[src/rtl/uart_regbank_pkg.sv]
// Shared register indices, identification codes and enable bit positions.
package uart_regbank_pkg;
    timeunit 1ns;
    timeprecision 1ps;

    localparam int REG_AW  = 3;   // eight word registers
    localparam int ERR_N   = 3;   // parity, frame, break flags
    localparam int MDM_N   = 4;   // modem delta bits

    typedef enum logic [REG_AW-1:0] {
        RG_DATA  = 3'd0,
        RG_IEN   = 3'd1,
        RG_IID   = 3'd2,
        RG_LCTL  = 3'd3,
        RG_MCTL  = 3'd4,
        RG_LSTAT = 3'd5,
        RG_MSTAT = 3'd6,
        RG_BDIV  = 3'd7
    } reg_sel_e;

    localparam logic [2:0] IID_LINE  = 3'b110;
    localparam logic [2:0] IID_RXD   = 3'b100;
    localparam logic [2:0] IID_TXE   = 3'b010;
    localparam logic [2:0] IID_MODEM = 3'b000;
    localparam logic [2:0] IID_NONE  = 3'b001;

    localparam int EN_RXD   = 0;
    localparam int EN_TXE   = 1;
    localparam int EN_LINE  = 2;
    localparam int EN_MODEM = 3;
endpackage

[src/rtl/urb_rx_hold.sv]
// Receive holding register and line flags.
// Holds one byte, the data-ready and overrun flags, and sticky error flags.
// Assumes error pulses are single-cycle; a set event wins over a clearing read.
module urb_rx_hold
    import uart_regbank_pkg::*;
#(
    parameter int BYTE_W = 8
) (
    input  logic              clk,
    input  logic              rst_n,
    input  logic              rx_valid,
    input  logic [BYTE_W-1:0] rx_data,
    input  logic              rd_data,
    input  logic              rd_lstat,
    input  logic [ERR_N-1:0]  err_in,
    output logic [BYTE_W-1:0] rx_byte,
    output logic              dr,
    output logic              oe,
    output logic [ERR_N-1:0]  err_q
);
    timeunit 1ns;
    timeprecision 1ps;

    // Capture the byte and track data ready and overrun.
    always_ff @(posedge clk) begin
        if (!rst_n) begin
            rx_byte <= '0;
            dr      <= 1'b0;
            oe      <= 1'b0;
        end else begin
            if (rx_valid) begin
                rx_byte <= rx_data;
            end
            dr <= rx_valid | (dr & ~rd_data);
            oe <= (rx_valid & dr & ~rd_data) | (oe & ~rd_lstat);
        end
    end

    // One sticky flag per error source, cleared by a line-status read.
    for (genvar g = 0; g < ERR_N; g++) begin : g_err
        logic flag;
        always_ff @(posedge clk) begin
            if (!rst_n) begin
                flag <= 1'b0;
            end else begin
                flag <= err_in[g] | (flag & ~rd_lstat);
            end
        end
        assign err_q[g] = flag;
    end
endmodule

[src/rtl/urb_msr_track.sv]
// Sticky modem-change flags.
// Each bit is set by its pulse and cleared by a modem-status read; set wins.
module urb_msr_track
    import uart_regbank_pkg::*;
(
    input  logic             clk,
    input  logic             rst_n,
    input  logic [MDM_N-1:0] delta_in,
    input  logic             rd_mstat,
    output logic [MDM_N-1:0] delta_q
);
    timeunit 1ns;
    timeprecision 1ps;

    for (genvar g = 0; g < MDM_N; g++) begin : g_bit
        logic flag;
        // Hold one delta bit until it is read.
        always_ff @(posedge clk) begin
            if (!rst_n) begin
                flag <= 1'b0;
            end else begin
                flag <= delta_in[g] | (flag & ~rd_mstat);
            end
        end
        assign delta_q[g] = flag;
    end
endmodule

[src/rtl/urb_tx_hold.sv]
// Transmit holding stage.
// A write passes straight to the stream when it is ready; otherwise the byte is
// held until accepted. Writes while a byte is held are dropped.
module urb_tx_hold #(
    parameter int BYTE_W = 8
) (
    input  logic              clk,
    input  logic              rst_n,
    input  logic              wr_byte,
    input  logic [BYTE_W-1:0] wr_data,
    input  logic              tx_ready,
    output logic              tx_valid,
    output logic [BYTE_W-1:0] tx_data,
    output logic              full
);
    timeunit 1ns;
    timeprecision 1ps;

    logic [BYTE_W-1:0] hold_q;
    logic              take;

    assign take = wr_byte & ~full;

    // Track whether a byte waits for the stream.
    always_ff @(posedge clk) begin
        if (!rst_n) begin
            full   <= 1'b0;
            hold_q <= '0;
        end else begin
            full <= full ? ~tx_ready : (take & ~tx_ready);
            if (take) begin
                hold_q <= wr_data;
            end
        end
    end

    // Offer the held byte, or the byte being written this cycle.
    always_comb begin
        tx_valid = full | wr_byte;
        tx_data  = full ? hold_q : wr_data;
    end
endmodule

[src/rtl/urb_irq_enc.sv]
// Fixed-priority interrupt identification encoder.
// Purely combinational from state flops; no input-to-output bus path.
module urb_irq_enc
    import uart_regbank_pkg::*;
(
    input  logic [3:0]       ien,
    input  logic [3:0]       line_err,
    input  logic             dr,
    input  logic             thre,
    input  logic [MDM_N-1:0] delta,
    output logic [2:0]       iid
);
    timeunit 1ns;
    timeprecision 1ps;

    // Pick the highest pending enabled source.
    always_comb begin
        if (ien[EN_LINE] && (|line_err)) begin
            iid = IID_LINE;
        end else if (ien[EN_RXD] && dr) begin
            iid = IID_RXD;
        end else if (ien[EN_TXE] && thre) begin
            iid = IID_TXE;
        end else if (ien[EN_MODEM] && (|delta)) begin
            iid = IID_MODEM;
        end else begin
            iid = IID_NONE;
        end
    end
endmodule

[src/rtl/uart_regbank.sv]
// UART register front end.
// Decodes word accesses, stores the configuration registers, builds read data
// and ties together receive holding, modem flags, transmit holding and the
// interrupt encoder. Assumes BYTE_W >= 8 and DATA_W >= DIV_W.
module uart_regbank
    import uart_regbank_pkg::*;
#(
    parameter int DATA_W = 32,
    parameter int BYTE_W = 8,
    parameter int DIV_W  = 32
) (
    input  logic              clk,
    input  logic              rst_n,
    input  logic              bus_sel,
    input  logic              bus_wr,
    input  logic [REG_AW-1:0] bus_addr,
    input  logic [DATA_W-1:0] bus_wdata,
    output logic [DATA_W-1:0] bus_rdata,
    input  logic              rx_valid,
    input  logic [BYTE_W-1:0] rx_data,
    output logic              rx_ready,
    output logic              tx_valid,
    output logic [BYTE_W-1:0] tx_data,
    input  logic              tx_ready,
    input  logic              err_parity,
    input  logic              err_frame,
    input  logic              err_break,
    input  logic [MDM_N-1:0]  modem_delta,
    input  logic [MDM_N-1:0]  modem_level,
    output logic [BYTE_W-1:0] line_ctrl,
    output logic [BYTE_W-1:0] modem_ctrl,
    output logic [DIV_W-1:0]  baud_div,
    output logic              irq
);
    timeunit 1ns;
    timeprecision 1ps;

    localparam int LSR_W = 7;

    reg_sel_e          sel;
    logic              rd_en, wr_en;
    logic              rd_data, rd_lstat, rd_mstat, wr_byte;
    logic [3:0]        ier_q;
    logic [BYTE_W-1:0] lctl_q, mctl_q;
    logic [DIV_W-1:0]  bdiv_q;
    logic [BYTE_W-1:0] rx_byte;
    logic              st_dr, st_oe, tx_full, st_thre;
    logic [ERR_N-1:0]  err_q;
    logic [3:0]        line_err;
    logic [MDM_N-1:0]  msr_delta;
    logic [2:0]        iid;
    logic [LSR_W-1:0]  lsr;

    // Access decode.
    always_comb begin
        sel      = reg_sel_e'(bus_addr);
        rd_en    = bus_sel & ~bus_wr;
        wr_en    = bus_sel & bus_wr;
        rd_data  = rd_en & (sel == RG_DATA);
        rd_lstat = rd_en & (sel == RG_LSTAT);
        rd_mstat = rd_en & (sel == RG_MSTAT);
        wr_byte  = wr_en & (sel == RG_DATA);
    end

    // Configuration registers, write-only from the bus.
    always_ff @(posedge clk) begin
        if (!rst_n) begin
            ier_q  <= '0;
            lctl_q <= '0;
            mctl_q <= '0;
            bdiv_q <= '0;
        end else if (wr_en) begin
            unique case (sel)
                RG_IEN:  ier_q  <= bus_wdata[3:0];
                RG_LCTL: lctl_q <= bus_wdata[BYTE_W-1:0];
                RG_MCTL: mctl_q <= bus_wdata[BYTE_W-1:0];
                RG_BDIV: bdiv_q <= bus_wdata[DIV_W-1:0];
                default: ;
            endcase
        end
    end

    urb_rx_hold #(.BYTE_W(BYTE_W)) u_rx (
        .clk      (clk),
        .rst_n    (rst_n),
        .rx_valid (rx_valid),
        .rx_data  (rx_data),
        .rd_data  (rd_data),
        .rd_lstat (rd_lstat),
        .err_in   ({err_break, err_frame, err_parity}),
        .rx_byte  (rx_byte),
        .dr       (st_dr),
        .oe       (st_oe),
        .err_q    (err_q)
    );

    urb_msr_track u_msr (
        .clk      (clk),
        .rst_n    (rst_n),
        .delta_in (modem_delta),
        .rd_mstat (rd_mstat),
        .delta_q  (msr_delta)
    );

    urb_tx_hold #(.BYTE_W(BYTE_W)) u_tx (
        .clk      (clk),
        .rst_n    (rst_n),
        .wr_byte  (wr_byte),
        .wr_data  (bus_wdata[BYTE_W-1:0]),
        .tx_ready (tx_ready),
        .tx_valid (tx_valid),
        .tx_data  (tx_data),
        .full     (tx_full)
    );

    // Line status assembly: bit0 ready, bit1 overrun, bits 4:2 errors, 6:5 empty.
    always_comb begin
        st_thre  = ~tx_full;
        line_err = {err_q, st_oe};
        lsr      = {st_thre, st_thre, err_q, st_oe, st_dr};
    end

    urb_irq_enc u_irq (
        .ien      (ier_q),
        .line_err (line_err),
        .dr       (st_dr),
        .thre     (st_thre),
        .delta    (msr_delta),
        .iid      (iid)
    );

    // Read data multiplexer; write-only and idle cycles return zero.
    always_comb begin
        bus_rdata = '0;
        if (rd_en) begin
            unique case (sel)
                RG_DATA:  bus_rdata[BYTE_W-1:0]    = rx_byte;
                RG_IID:   bus_rdata[2:0]           = iid;
                RG_LSTAT: bus_rdata[LSR_W-1:0]     = lsr;
                RG_MSTAT: bus_rdata[2*MDM_N-1:0]   = {modem_level, msr_delta};
                default:  ;
            endcase
        end
    end

    // Outputs to the neighbouring logic.
    always_comb begin
        rx_ready   = ~st_dr;
        line_ctrl  = lctl_q;
        modem_ctrl = mctl_q;
        baud_div   = bdiv_q;
        irq        = (iid != IID_NONE);
    end
endmodule

[config.mk]
export PLATFORM = sky130hd
export DESIGN_NAME = uart_regbank
export DESIGN_NICKNAME = d
export VERILOG_FILES = /design/src/rtl/uart_regbank_pkg.sv /design/src/rtl/urb_rx_hold.sv /design/src/rtl/urb_msr_track.sv /design/src/rtl/urb_tx_hold.sv /design/src/rtl/urb_irq_enc.sv /design/src/rtl/uart_regbank.sv
export SDC_FILE = /design/constraint.sdc
export NUM_CORES = 1
export LEC_CHECK = 0
export CAP_MARGIN = 5
export CORE_MARGIN = 5
export CORE_UTILIZATION = 43
export CTS_CLUSTER_SIZE = 24
export DETAILED_ROUTE_END_ITERATION = 8
export PLACE_DENSITY = 0.84
export RECOVER_POWER = 25
export SKIP_LAST_GASP = 1
export SYNTH_ARGS = -nofsm -noshare
export SYNTH_HDL_FRONTEND = slang
export SYNTH_SLANG_ARGS = --single-unit
[constraint.sdc]
create_clock -name clk -period 1.5 [get_ports clk]
set_input_delay 0.225 -clock clk [delete_from_list [all_inputs] [get_ports clk]]
set_output_delay 0.225 -clock clk [all_outputs]
set_load 0.05 [all_outputs]
==> results of run 1 <==
==> flip-flops by register name, indices dropped and copies added, names as in the netlist <==
signal	flops
u_tx.hold_q	8
ier_q	4
u_msr.g_bit.flag	4
u_rx.rx_byte	8
baud_div	32
u_rx.dr	1
u_rx.oe	1
u_tx.full	1
modem_ctrl	8
line_ctrl	8
u_rx.g_err.flag	3
==> report_power, final <==
group,switching [uW],total [uW],internal [uW]
Sequential,35.7,2150,2120
Combinational,580,1010,435
Clock,811,1630,823
==> cells by family after synthesis <==
kind of cell | count (synthesis) | share of synthesized area (%)
muxes | 24 | 6.77
DFF | 78 | 42.2
AOI/OAI and AO/OA | 144 | 21.0
and+or+nand+nor | 117 | 18.2
other | 1 | 0.101
buffers and inverters | 76 | 11.7
==> worst max-delay path, cell delays in order, from the launching register on <==
cell	delay (ps)
dfxtp_2	320
o41a_1	460
a21oi_2	190
a32o_2	230
buf_12	140
==> cell usage in the layout, fill, tap and decap left out, drive strengths merged, types with 16 or more instances in the layout <==
cell           netlist  final
a21oi               65     65
buf                 45    121
clkbuf              19     16
clkdlybuf4s50        0     53
conb                 1     24
dfxtp               78     78
mux2i               16     16
nand2               23     23
nand3               54     54
o21ai               63     63
==> final timing paths <==
| kind | depth (start not counted) | slack, ps | to |
|---|---|---|---|
| setup / recovery | 4 | -400 | bus_rdata[0] |
| hold / removal | 5 | 420 | ier_q[3]$_SDFFE_PN0P_ |
| setup reg to reg | 5 | 280 | u_tx.hold_q[6]$_SDFFE_PN0P_ |
| hold reg to reg | 2 | 470 | u_tx.hold_q[7]$_SDFFE_PN0P_ |
==> per-layer routing <==
metal | vias up | routed length (um) | global-route usage, %
met5 | - | 0 | 0
met4 | 0 | 233 | 8.48
met3 | 19 | 887 | 4.06
met2 | 160 | 6110 | 37.9
met1 | 1821 | 4890 | 29.3
li1 | 1820 | - | -
==> cell type report <==
| type | count | share of cell area, % |
|---|---|---|
| Clock buffer | 10 | 2.38 |
| Clock inverter | 6 | 1.19 |
| Inverter | 12 | 0.780 |
| Multi-Input combinational cell | 309 | 33.8 |
| Sequential cell | 78 | 27.2 |
| Tap cell | 105 | 2.28 |
| Timing Repair Buffer | 184 | 32.4 |
==> metrics by stage <==
step	hold slack (ps)	power, uW
3_3_place_gp	442	3140
4_1_cts	417	4810
2_1_floorplan	301	2770
6_report	416	4800
3_5_place_dp	449	3160
5_1_grt	420	4980
==> what timing repair did <==
item                                    4_1_cts  5_1_grt
gates cloned                                  3        0
gates resized for setup                      50       13
endpoints found under the setup margin       26       18
buffers inserted                              8        2
pin swaps                                     6        8
==> flow_summary.ini, run 1 <==
[clock_network]
htree_levels = 3
cts_root_buf = clkbuf_8
cts_buffer_depth = 2
cts_buffers = 9
clock_sinks = 78
clk_pin_slew_ps = 90
cts_hold_buf = 0
cts_tree = done
insertion_delay_ps = 340

[sta]
setup_ws_ps = -402
grt_setup_unrepaired = true
slew_viol_final = 0
finClkSkew_ps = 8.36
period_minus_slack_ps = 1900
finalHoldViolCount = 0
tns_ps = -3520
setup_viol = 18
tightest_slew_ps = 621
min_period_over_period_pct = 127
max_freq_mhz = 526
slew_headroom_pct = 58.6

[hold_path]
hold_start = bus_addr[2]
hold_path.class = input port to register

[setup_path]
crit_start = u_rx.g_err[1].flag$_SDFF_PN0_
startpoint_type = register
cp-end-kind = primary output
worstPathRequired_ps = 1270
reg2reg_from = u_tx.full$_SDFF_PN0_
crit_fanout = 3
arrival_ps = 1680
path_class = register to primary output

[synth]
synth_common_cells = dfxtp_1, a21oi_1, nand3_1
yosysUniqueCellTypes = 45
synth-seq-area-share_pct = 42.2
synthFlopType = dfxtp_1
yosys_warnings = 0
syn_avg_cell_area_um2 = 8.40
syn-cell-area_mm2 = 0.00370
synth.area.top_cells = dfxtp_1, a21oi_1, nand3_1, o21ai_0, buf_4
synth_top_area_cell = dfxtp_1
synth-seq-cells = 78
netlist.area_leader.share_pct = 42.2
synth_cells = 440
synth.most_common_cell = dfxtp_1
synth_edf_count = 0
async_flop_share_pct = 0

[cells_and_area]
final_area_mm2 = 0.00577
fillers = 617
syn_to_final_growth_pct = 56.2
fin_nets = 654
layout.cells.non_filler = 704
multi_input_area_mm2 = 0.00195
diodes = 0
seqCellArea_mm2 = 0.00157
drive_gt1_share_pct = 29.4
fin_util_pct = 69.6

[place]
place_congestion = 0.901
pre_cts_ws_ps = -534
hpwl_mm = 8.35
place_area_mm2 = 0.00533
numPortBuffers = 126
dp.cells = 678

[grt]
grt_pass1_vias = 3741
grt_usage_pct = 22.7
grt_overflow_total = 0
grt_pass1_wl_mm = 18.8
antenna_found_initial = 0
grt_max_degree = 49

[drt]
num_vias = 3820
first_iter_violations = 201
drc_errors = 0
antenna_left = 0
routed_wl_mm = 12.1
wire_per_inst_um = 17.2
viasPerCell = 5.43
drtPass1Iterations = 4

[floorplan]
initial_core_util_pct = 44.5
die_h_um = 103
num_rows = 33
die_area_mm2 = 0.0106
core_area_mm2 = 0.00830
pin_count = 151
chipWidth_um = 103

[outcome]
status = finished with violations
violations = negative setup slack

[power_and_ir_drop]
p_leak_uw = 0.00236
powerDensity_mw_per_mm2 = 832
worst_ir_drop_vdd_mv = 0.600

[flow_run]
maxCapViolations = 0
No activity file was read; power rests on OpenSTA's default activity.
==> inputs of run 2 (changes only) <==
- CTS_BUF_LIST: unset -> sky130_fd_sc_hd__clkbuf_16
==> run 2 against run 1 <==
Compared with the run above: sequential share of layout area is 0.26 points lower; the run still ends with negative setup slack left; core utilization is 0.66 points higher; final cell count is 0.43% higher; clock power is 33% higher; combinational power hardly changed; setup slack worse by 28 ps; via count is 1.2% higher; critical path depth stayed put; first-iteration DRC count is 18% higher; design area is 0.95% higher.
==> flow_summary.ini, run 2 (synthesized netlist as in run 1, its figures left out) <==
[cells_and_area]
diodes = 0
multi_input_area_mm2 = 0.00194
fin_nets = 657
drive_gt1_share_pct = 29.6
fillers = 616
largest_reg_flops = 32
seqCellArea_mm2 = 0.00157
final_common_cell = buf_4
syn_to_final_growth_pct = 57.7
final_cell_mix = buf_4, dfxtp_1, a21oi_1, nand3_1, clkdlybuf4s50_1

[floorplan]
pin_count = 151
die_area_mm2 = 0.0106
chipWidth_um = 103
die_h_um = 103
num_rows = 33
initial_core_util_pct = 44.5
core_area_mm2 = 0.00830

[grt]
grt_pass1_wl_mm = 19.0
grt_overflow_total = 0
antenna_found_initial = 0
grt_pass1_vias = 3728
grt_max_degree = 49
grt_usage_pct = 22.9

[sta]
slew_viol_final = 0
setup_ws_ps = -430
period_minus_slack_ps = 1930
max_freq_mhz = 518
finClkSkew_ps = 2.72
tightest_slew_ps = 612
finalHoldViolCount = 0
grt_setup_unrepaired = true
tns_ps = -3210
slew_headroom_pct = 59.2
setup_viol = 17
min_period_over_period_pct = 129

[power_and_ir_drop]
powerDensity_mw_per_mm2 = 916
worst_ir_drop_vdd_mv = 0.571
p_seq_share_pct = 40.4
switching_share_pct = 27.8
fin_total_pwr_uw = 5340
p_leak_uw = 0.00240
netSwitchingPower_uw = 1490
clkPwrFrac_pct = 40.4
combPwrFrac_pct = 19.2
intPower_uw = 3850

[drt]
antenna_left = 0
drc_errors = 0
first_iter_violations = 238
viasPerCell = 5.47
routed_wl_mm = 12.4
num_vias = 3866
wire_per_inst_um = 17.5
drtPass1Iterations = 5

[clock_network]
cts_tree = done
cts_buffers = 9
htree_levels = 3
cts_buffer_depth = 2
cts_root_buf = clkbuf_16
clock_sinks = 78
clk_pin_slew_ps = 60
insertion_delay_ps = 320

[setup_path]
path_class = register to primary output
worstPathRequired_ps = 1270
cp-end-kind = primary output
arrival_ps = 1710
crit_fanout = 2
startpoint_type = register

[outcome]
violations = negative setup slack
status = finished with violations

[place]
hpwl_mm = 8.35
numPortBuffers = 126
place_congestion = 0.901

[flow_run]
maxCapViolations = 0

[hold_path]
hold_path.class = input port to register
==> run 2: timing repair <==
action / CTS / global route
endpoints found under the setup margin: 27 / 18
hold buffers: 0 / 0
resized for setup: 47 / 17
pin swaps: 3 / 15
gates cloned: 3 / 0
buffers inserted: 7 / 5
==> run 2: layer usage <==
metal	vias up	track usage (%)	part of all wire, %
met2	165	39.5	51
li1	1825	-	-
met1	1856	29.4	41
met4	0	7.57	1.7
met3	20	3.38	6.5
met5	-	0	0
==> run 2: final timing paths <==
check / slack (ps) / startpoint / to / cells after the start
setup / recovery: -430 / u_rx.g_err[1].flag$_SDFF_PN0_ / bus_rdata[1] / 4
hold / removal: 440 / modem_delta[0] / u_msr.g_bit[0].flag$_SDFF_PN0_ / 3
setup reg to reg: 370 / u_tx.full$_SDFF_PN0_ / u_tx.hold_q[7]$_SDFFE_PN0P_ / 4
hold reg to reg: 460 / u_tx.hold_q[0]$_SDFFE_PN0P_ / u_tx.hold_q[0]$_SDFFE_PN0P_ / 2
==> run 2: per-stage QoR <==
step | utilization [%] | instance area, um^2 | setup WS [ps] | hold WS (ps) | std cells
after floorplan | - | 3840 | -273 | 301 | 463
after global placement | 64.2 | 5330 | -529 | 442 | 678
after detailed placement | 64.2 | 5330 | -534 | 449 | 678
after CTS | 70.6 | 5860 | -358 | 443 | 704
after global routing | 70.2 | 5830 | -482 | 455 | 707
final | 70.2 | 5830 | -430 | 443 | 707
==> run 2: layout make-up <==
type	instances	share of cell area, %
Multi-Input combinational cell	309	33.2
Timing Repair Buffer	187	31.7
Clock inverter	7	1.24
Sequential cell	78	26.9
Clock buffer	9	3.86
Tap cell	105	2.25
Inverter	12	0.773
==> run 2: power by group through the flow <==
stage          Sequential [uW]  Clock [uW]  Combinational, uW
2_1_floorplan             2250           0                520
3_3_place_gp              2200           0                942
3_5_place_dp              2200           0                955
4_1_cts                   2160        2170               1010
5_1_grt                   2160        2280               1080
6_report                  2160        2160               1020
==> run 2: critical path, cell delays in order, from the launching register on <==
cell and delay [ps]:
dfxtp_2 320, o41a_1 460, a31oi_1 260, o22ai_1 180
buf_12 180
==> inputs of run 3 (changes only) <==
- CTS_CLUSTER_DIAMETER: unset -> 80
==> results of run 3 <==
The final DEF is identical to that of run 2; final timing and power are the same.
